<file path="src/rtl/mcs_pkg.sv">
package mcs_pkg;

  // Phase inside one state: low half, then high half.
  typedef enum logic {
    PH_LO = 1'b0,
    PH_HI = 1'b1
  } mcs_phase_e;

  // Strobe bundle produced per oscillator period.
  typedef struct packed {
    logic latch;
    logic fetch_a;
    logic fetch_b;
    logic cyc_end;
  } mcs_strobes_t;

endpackage

</file>
<file path="src/rtl/mcs_frame_ctr.sv">
module mcs_frame_ctr #(
  parameter int N_STATES = 6,
  localparam int ST_W = $clog2(N_STATES)
) (
  input  logic            clk,
  input  logic            rst,
  output logic [ST_W-1:0] state_q,
  output logic            phase_q,
  output logic [ST_W-1:0] nxt_state,
  output logic            nxt_phase,
  output logic            at_last
);
  import mcs_pkg::*;

  localparam logic [ST_W-1:0] LAST_ST = ST_W'(N_STATES - 1);

  assign at_last = (state_q == LAST_ST) && (phase_q == PH_HI);

  always_comb begin
    if (rst) begin
      nxt_state = '0;
      nxt_phase = PH_LO;
    end else if (phase_q == PH_LO) begin
      nxt_state = state_q;
      nxt_phase = PH_HI;
    end else begin
      nxt_phase = PH_LO;
      nxt_state = (state_q == LAST_ST) ? '0 : state_q + 1'b1;
    end
  end

  always_ff @(posedge clk) begin
    state_q <= nxt_state;
    phase_q <= nxt_phase;
  end

  // reset lands in state 0, phase 0
  a_r1_reset_origin: assert property (@(posedge clk)
    rst |=> (state_q == '0 && phase_q == PH_LO));

  // phase alternates every period
  a_r2_phase_toggle: assert property (@(posedge clk) disable iff (rst)
    !$past(rst) |-> (phase_q != $past(phase_q)));

  // wrap from the last state back to state 0
  a_r2_state_wrap: assert property (@(posedge clk) disable iff (rst)
    at_last |=> (state_q == '0));

endmodule

</file>
<file path="src/rtl/mcs_strobe_dec.sv">
module mcs_strobe_dec #(
  parameter int N_STATES = 6,
  localparam int ST_W   = $clog2(N_STATES),
  localparam int SLOT_B = N_STATES / 2
) (
  input  logic            clk,
  input  logic            rst,
  input  logic [ST_W-1:0] nxt_state,
  input  logic            nxt_phase,
  output logic            latch_q,
  output logic            fetch_a_q,
  output logic            fetch_b_q,
  output logic            cyc_end_q
);
  import mcs_pkg::*;

  localparam logic [ST_W-1:0] S_A0 = '0;
  localparam logic [ST_W-1:0] S_A1 = ST_W'(1);
  localparam logic [ST_W-1:0] S_B0 = ST_W'(SLOT_B);
  localparam logic [ST_W-1:0] S_B1 = ST_W'(SLOT_B + 1);
  localparam logic [ST_W-1:0] S_LS = ST_W'(N_STATES - 1);

  mcs_strobes_t nxt;

  // Decode the coming period so the registered strobes align with state/phase.
  always_comb begin
    nxt.latch   = ((nxt_phase == PH_HI) && (nxt_state == S_A0 || nxt_state == S_B0)) ||
                  ((nxt_phase == PH_LO) && (nxt_state == S_A1 || nxt_state == S_B1));
    nxt.fetch_a = (nxt_phase == PH_HI) && (nxt_state == S_A0);
    nxt.fetch_b = (nxt_phase == PH_HI) && (nxt_state == S_B0);
    nxt.cyc_end = (nxt_phase == PH_HI) && (nxt_state == S_LS);
  end

  always_ff @(posedge clk) begin
    if (rst) begin
      latch_q   <= 1'b0;
      fetch_a_q <= 1'b0;
      fetch_b_q <= 1'b0;
      cyc_end_q <= 1'b0;
    end else begin
      latch_q   <= nxt.latch;
      fetch_a_q <= nxt.fetch_a;
      fetch_b_q <= nxt.fetch_b;
      cyc_end_q <= nxt.cyc_end;
    end
  end

  // each latch pulse lasts two periods (rises, then holds once)
  a_r3_latch_width: assert property (@(posedge clk) disable iff (rst)
    $rose(latch_q) |=> latch_q);

  // a fetch strobe is a single-period pulse
  a_r4_fetch_pulse: assert property (@(posedge clk) disable iff (rst)
    (fetch_a_q || fetch_b_q) |=> !(fetch_a_q || fetch_b_q));

endmodule

</file>
<file path="src/rtl/mcs_cycle_track.sv">
module mcs_cycle_track #(
  parameter int CYC_W = 3
) (
  input  logic             clk,
  input  logic             rst,
  input  logic             at_last,
  input  logic             nxt_last,
  input  logic [CYC_W-1:0] instr_cycles,
  output logic             done_q
);
  logic [CYC_W-1:0] left_q;
  logic [CYC_W-1:0] load_val;

  // Zero behaves as one machine cycle.
  assign load_val = (instr_cycles == '0) ? '0 : instr_cycles - 1'b1;

  always_ff @(posedge clk) begin
    if (rst) begin
      left_q <= load_val;
    end else if (at_last) begin
      left_q <= (left_q == '0) ? load_val : left_q - 1'b1;
    end
  end

  // left_q does not move between the current period and a coming last period.
  always_ff @(posedge clk) begin
    if (rst) done_q <= 1'b0;
    else     done_q <= nxt_last && (left_q == '0);
  end

  // count is held between machine-cycle boundaries
  a_r8_count_held: assert property (@(posedge clk) disable iff (rst)
    (!$past(rst) && !$past(at_last)) |-> (left_q == $past(left_q)));

  // done is a single-period pulse
  a_r6_done_pulse: assert property (@(posedge clk) disable iff (rst)
    done_q |=> !done_q);

endmodule

</file>
<file path="src/rtl/mcs_timing_top.sv">
module mcs_timing_top #(
  parameter int N_STATES = 6,
  parameter int CYC_W    = 3,
  localparam int ST_W    = $clog2(N_STATES)
) (
  input  logic             clk,
  input  logic             rst,
  input  logic [CYC_W-1:0] instr_cycles,
  output logic [ST_W-1:0]  state_idx,
  output logic             phase,
  output logic             addr_latch,
  output logic             fetch_a,
  output logic             fetch_b,
  output logic             mcyc_end,
  output logic             instr_done
);
  logic [ST_W-1:0] nxt_state;
  logic            nxt_phase;
  logic            at_last;
  logic            nxt_last;

  assign nxt_last = (nxt_state == ST_W'(N_STATES - 1)) && nxt_phase;

  mcs_frame_ctr #(.N_STATES(N_STATES)) u_frame (
    .clk       (clk),
    .rst       (rst),
    .state_q   (state_idx),
    .phase_q   (phase),
    .nxt_state (nxt_state),
    .nxt_phase (nxt_phase),
    .at_last   (at_last)
  );

  mcs_strobe_dec #(.N_STATES(N_STATES)) u_dec (
    .clk       (clk),
    .rst       (rst),
    .nxt_state (nxt_state),
    .nxt_phase (nxt_phase),
    .latch_q   (addr_latch),
    .fetch_a_q (fetch_a),
    .fetch_b_q (fetch_b),
    .cyc_end_q (mcyc_end)
  );

  mcs_cycle_track #(.CYC_W(CYC_W)) u_track (
    .clk          (clk),
    .rst          (rst),
    .at_last      (at_last),
    .nxt_last     (nxt_last),
    .instr_cycles (instr_cycles),
    .done_q       (instr_done)
  );

  // fetch strobes fall inside a latch pulse
  a_r4_fetch_in_latch: assert property (@(posedge clk) disable iff (rst)
    (fetch_a || fetch_b) |-> addr_latch);

  // latch never high in the idle states between the two slots
  a_r3_latch_slots: assert property (@(posedge clk) disable iff (rst)
    addr_latch |-> (state_idx != ST_W'(2) && state_idx != ST_W'(N_STATES - 1)));

  // at most one of the period strobes at a time
  a_r5_strobes_exclusive: assert property (@(posedge clk) disable iff (rst)
    $onehot0({fetch_a, fetch_b, mcyc_end}));

  // done only at the last period of a machine cycle
  a_r6_done_at_end: assert property (@(posedge clk) disable iff (rst)
    instr_done |-> (mcyc_end && phase && state_idx == ST_W'(N_STATES - 1)));

endmodule

</file>
<file path="config.mk">
export PLATFORM = sky130hd
export DESIGN_NAME = mcs_timing_top
export DESIGN_NICKNAME = d
export VERILOG_FILES = /design/src/rtl/mcs_pkg.sv /design/src/rtl/mcs_frame_ctr.sv /design/src/rtl/mcs_strobe_dec.sv /design/src/rtl/mcs_cycle_track.sv /design/src/rtl/mcs_timing_top.sv
export SDC_FILE = /design/constraint.sdc
export NUM_CORES = 1
export LEC_CHECK = 0
export ABC_AREA = 1
export CORE_MARGIN = 2
export CORE_UTILIZATION = 27
export DETAILED_ROUTE_END_ITERATION = 8
export GPL_TIMING_DRIVEN = 0
export REMOVE_ABC_BUFFERS = 1
export SYNTH_ARGS = -nofsm -noshare
export SYNTH_HDL_FRONTEND = slang
export SYNTH_SLANG_ARGS = --single-unit
</file>
<file path="constraint.sdc">
create_clock -name clk -period 1.7 [get_ports clk]
set_input_delay 0.17 -clock clk [delete_from_list [all_inputs] [get_ports clk]]
set_output_delay 0.17 -clock clk [all_outputs]
set_load 0.01 [all_outputs]
</file>
Word-level counts from Yosys, hierarchy flattened
Cells that the tools add are included.

$add $sub $neg: 3. Eq/ne operators: 5. Multiplexer cells: 9. Bitwise gates (word level): 1. Reduce and logical (&&, ||, !) cells: 14.

Operators by type and width (number): 3-bit two-way mux (7); 3-bit == test (second input constant) (3); 3-bit logical NOT (3); 1-bit logical AND (7); 3-bit by 1-bit subtractor with 3-bit output (second input constant) (2); 3-bit by 1-bit adder with 3-bit output (second input constant) (1); 3-bit by 1-bit == test with 1-bit output (second input constant) (1); 3-bit by 2-bit == test with 1-bit output (second input constant) (1); 1-bit logical OR (3); 1-bit two-way mux (2); 2-bit nonzero test (1); 1-bit NOT (1).

Register bits after elaboration: 12. Input port bits: 5. Output and inout port bits: 9. Word-level logic and storage cells: 40.

Logic depth before layout (Yosys ltp)
Depth after elaboration: 8. Depth in mapped cells: 8. Depth with buffers taken out: 8.

By module
From an unflattened synthesis, not the netlist that was laid out.

Cell total of the unflattened synthesis: 81. Area, all modules: 623.1 µm².

By module, submodules not included: mcs_cycle_track (times used 1, cells an instance 34, area each 285.3 µm²); mcs_strobe_dec (times used 1, cells an instance 21, area each 166.4 µm²); mcs_frame_ctr (times used 1, cells an instance 22, area each 153.9 µm²); mcs_timing_top (times used 1, cells an instance 4, area each 17.5 µm²).

Worst setup path after synthesis
Ideal clock, no wire load.

Path kind: register to register. Start point: register u_track.left_q[0]. End point: register u_track.left_q[1] (data pin). Library setup time: 0.255 ns. Arrival time: 1.016 ns. Required time: 1.445 ns. Path slack: 0.429 ns. Cell stages (with the launch flop): 9. Buffers on the path: 0. Period minus slack after synthesis: 1.271 ns. Cell sequence: edfxtp_1 inv_1 ha_1 inv_1 nor2_1 nor2_1 nand2_1 o21ai_0 inv_1.

Word-level cells in the longest chain between the ends: 4. Elaborated cells on any way between the ends: 5. Classes of those cells: add/sub: 1; mux: 3; reduce/logical: 1.

RTL lines: from (decl) (RTL line mcs_cycle_track.sv:11) `logic [CYC_W-1:0] left_q;`; from (signal assigned) (RTL line mcs_cycle_track.sv:19) `left_q <= load_val;`; from (signal assigned) (RTL line mcs_cycle_track.sv:21) `left_q <= (left_q == '0) ? load_val : left_q - 1'b1;`; 3-bit by 1-bit subtractor with 3-bit output / 3-bit logical NOT (equally long branches) (RTL line mcs_cycle_track.sv:21); 3-bit two-way mux (*) (RTL line mcs_cycle_track.sv:21); 3-bit two-way mux (*) (RTL line mcs_cycle_track.sv:20) `end else if (at_last) begin`; 3-bit two-way mux (*) (RTL line mcs_cycle_track.sv:18) `if (rst) begin`.

Every way passes the cells marked *; elsewhere a longest branch is shown, timed or not. The select of a mux whose other input is x is not followed. A chain may end at the register's enable or synchronous reset.

Worst setup path after layout
Start point: register u_frame.state_q[0]. End point: output state_idx[0].

RTL lines: from (decl) (RTL line mcs_frame_ctr.sv:7) `output logic [ST_W-1:0] state_q,`; from (signal assigned) (RTL line mcs_frame_ctr.sv:33) `state_q <= nxt_state;`; to (decl) (RTL line mcs_timing_top.sv:9) `output logic [ST_W-1:0] state_idx,`.

No word-level cell between the ends.

==> results.toml <==
[run_status]
run_status = "finished clean"

[sta]
setup_viol = 0
tns_ns = 0
drv_slew = 0
skew_ns = 0.00674
finalCritPeriodShare = 0.872
tightest_slew_ns = 0.346
fin_hold_ws_ns = 0.550
max_freq_mhz = 674
finalHoldViolations = 0
rsz0062_at_grt = "no"
min_period_ns = 1.48
maxSlewHeadroom = 0.768

[finish]
num_antenna_cells = 0
fillers = 217
area.growth.synth_to_final_pct = 34.3
drive_gt1_frac = 0.130
multi_input_area_um2 = 241
final_nets = 102
regArea_um2 = 270
final_cell_area_um2 = 785

[cts]
path_clk_slew_ns = 0.07
cts_tree = "yes"
cts.repair.resized = 0
clk_path_buf_depth = 2
cts.sinks = 12
root_buffer = "clkbuf_4"
htree_num_levels = 1
insertion_delay_ns = 0.27
cts_post_setup_buffers_inserted = 0
numCtsBuffers = 3
ctsHoldBuffers = 0

[place]
gp_congestion = 0.714
io_buffers = 13
hpwl_um = 817
dpl_cell_area_um2 = 748

[synth]
synth_common_cells = "17 x inv_1, 12 x nand2_1, 9 x dfxtp_1, 9 x nor2_1"
synth_top_cell_by_area = "dfxtp_1"
synth.area.top_cells = "dfxtp_1 31%, edfxtp_1 15%, inv_1 11%, ha_1 8.6%, nand2_1 7.7%"
yosysSeqAreaShare = 0.463
yosys_register_bits = 12
synth.avg_cell_area_um2 = 7.79
ys_async_sr_fraction = 0
synthCells = 75
ys_warn_count = 0
yosysUniqueCellTypes = 16
synth_top_area_frac = 0.308
synth_ff_type = "dfxtp_1"
synth_edf_count = 3
synth_area_um2 = 584
synth.most_common_cell = "inv_1"

[route]
firstDrtPassIters = 6
drt_wl_total_um = 1000
drc = 0
antenna_left = 0
routedWlPerCell_um = 8.41
highest_layer = "met4"
wl_met1_um = 416
wl_met3_um = 54
first_iter_violations = 9
wl_met2_um = 494
via_count = 508
viasPerCell = 4.27

[global_routing]
grt_start_max_net_pins = 9
grt_overflow = 0
grt_pass1_vias = 487
grt_pass1_wl_um = 1840
antenna_found_initial = 0
grtUsageTotal = 0.0982

[min_path]
hp-class = "flop to flop"

[critical_path]
critical-path-top-delay-family = "buffers and inverters"
crit_buf_inv = 1
critPathRequiredTime_ns = 1.53
path_cells = "clkdlybuf4s50_1"
critPathCaptureType = "primary output"
path_class = "flop to primary output"
crit_path_start_kind = "flop"
worst_ep_arrival_time_ns = 1.31
worst-path-max-fanout = 8
critPathSlowestCell = "clkdlybuf4s50_1"
slowest_delay_ns = 0.59

[floorplanning]
pin_count = 14
die_height_um = 50.5
initial_core_util = 0.292
die_w_um = 50.5
num_rows = 16
core_area_um2 = 2000
dieArea_um2 = 2550

[power_and_ir_drop]
max-vdd-ir-drop_mv = 0.408
leakage_nw = 0.375
power_density_nw_per_um2 = 845

[run]
drv_cap = 0
[layout make-up]
class / instances / area share
inverter: 19 / 0.0925
timing repair buffer: 13 / 0.166
multi-input combinational: 44 / 0.308
sequential: 12 / 0.344
tap: 27 / 0.0431
clock buffer: 4 / 0.0463
[registers in the layout, summed over array words and instances (netlist names)]
| name | flops |
|---|---|
| u_dec.cyc_end_q | 1 |
| u_dec.fetch_a_q | 1 |
| u_dec.fetch_b_q | 1 |
| u_dec.latch_q | 1 |
| u_frame.phase_q | 1 |
| u_frame.state_q | 3 |
| u_track.done_q | 1 |
| u_track.left_q | 3 |
[where the power goes]
group          internal [W]  switching (W)
registers          0.000313      0.0000127
clock network      0.000130      0.0000889
logic             0.0000561      0.0000615
[metrics by stage]
step / utilization / setup slack, ns / std cells / total power [W]
final: 0.392 / 0.217 / 119 / 0.000663
after global routing: 0.392 / 0.109 / 119 / 0.000706
after global placement: 0.374 / 0.292 / 115 / 0.000450
after floorplan: - / 0.429 / 75 / 0.000399
after detailed placement: 0.374 / 0.254 / 115 / 0.000452
after CTS: 0.392 / 0.194 / 119 / 0.000673
[cell usage in the layout, fill, tap and decap left out, types with 3 or more instances in the layout]
master,synthesis,layout
inv_1,17,17
edfxtp_1,3,3
clkbuf_4,0,3
nand2_1,12,12
dfxtp_1,9,9
nor2_1,9,9
nand3_1,4,4
nand4_1,3,3
clkdlybuf4s50_1,0,13
nand2_2,4,4
ha_1,4,4
[path summary, 6_finish.rpt]
check                           cells after the start  slack [ns]                 to               start
worst min-delay path                                3        0.55     u_track.done_q   u_track.left_q[2]
worst min register to register                      3        0.55     u_track.done_q   u_track.left_q[2]
worst max-delay path                                1        0.22       state_idx[0]  u_frame.state_q[0]
worst max register to register                      8        0.28  u_track.left_q[1]   u_track.left_q[0]
[metal layers]
layer,GRT usage,vias up
li1,-,260
met1,0.0886,228
met2,0.186,16
met3,0.0536,4
met4,0.0270,0
met5,0,-
[cells by family after synthesis]
family	after synthesis	synth area share
buffers and inverters	19	0.124
adder cells (fa/ha/maj)	4	0.0857
flip-flops	12	0.463
AND/OR/NAND/NOR	34	0.266
XOR/XNOR	1	0.0150
AO/OA/AOI/OAI	5	0.0471
Note: power is estimated with default switching activity, not from simulation.
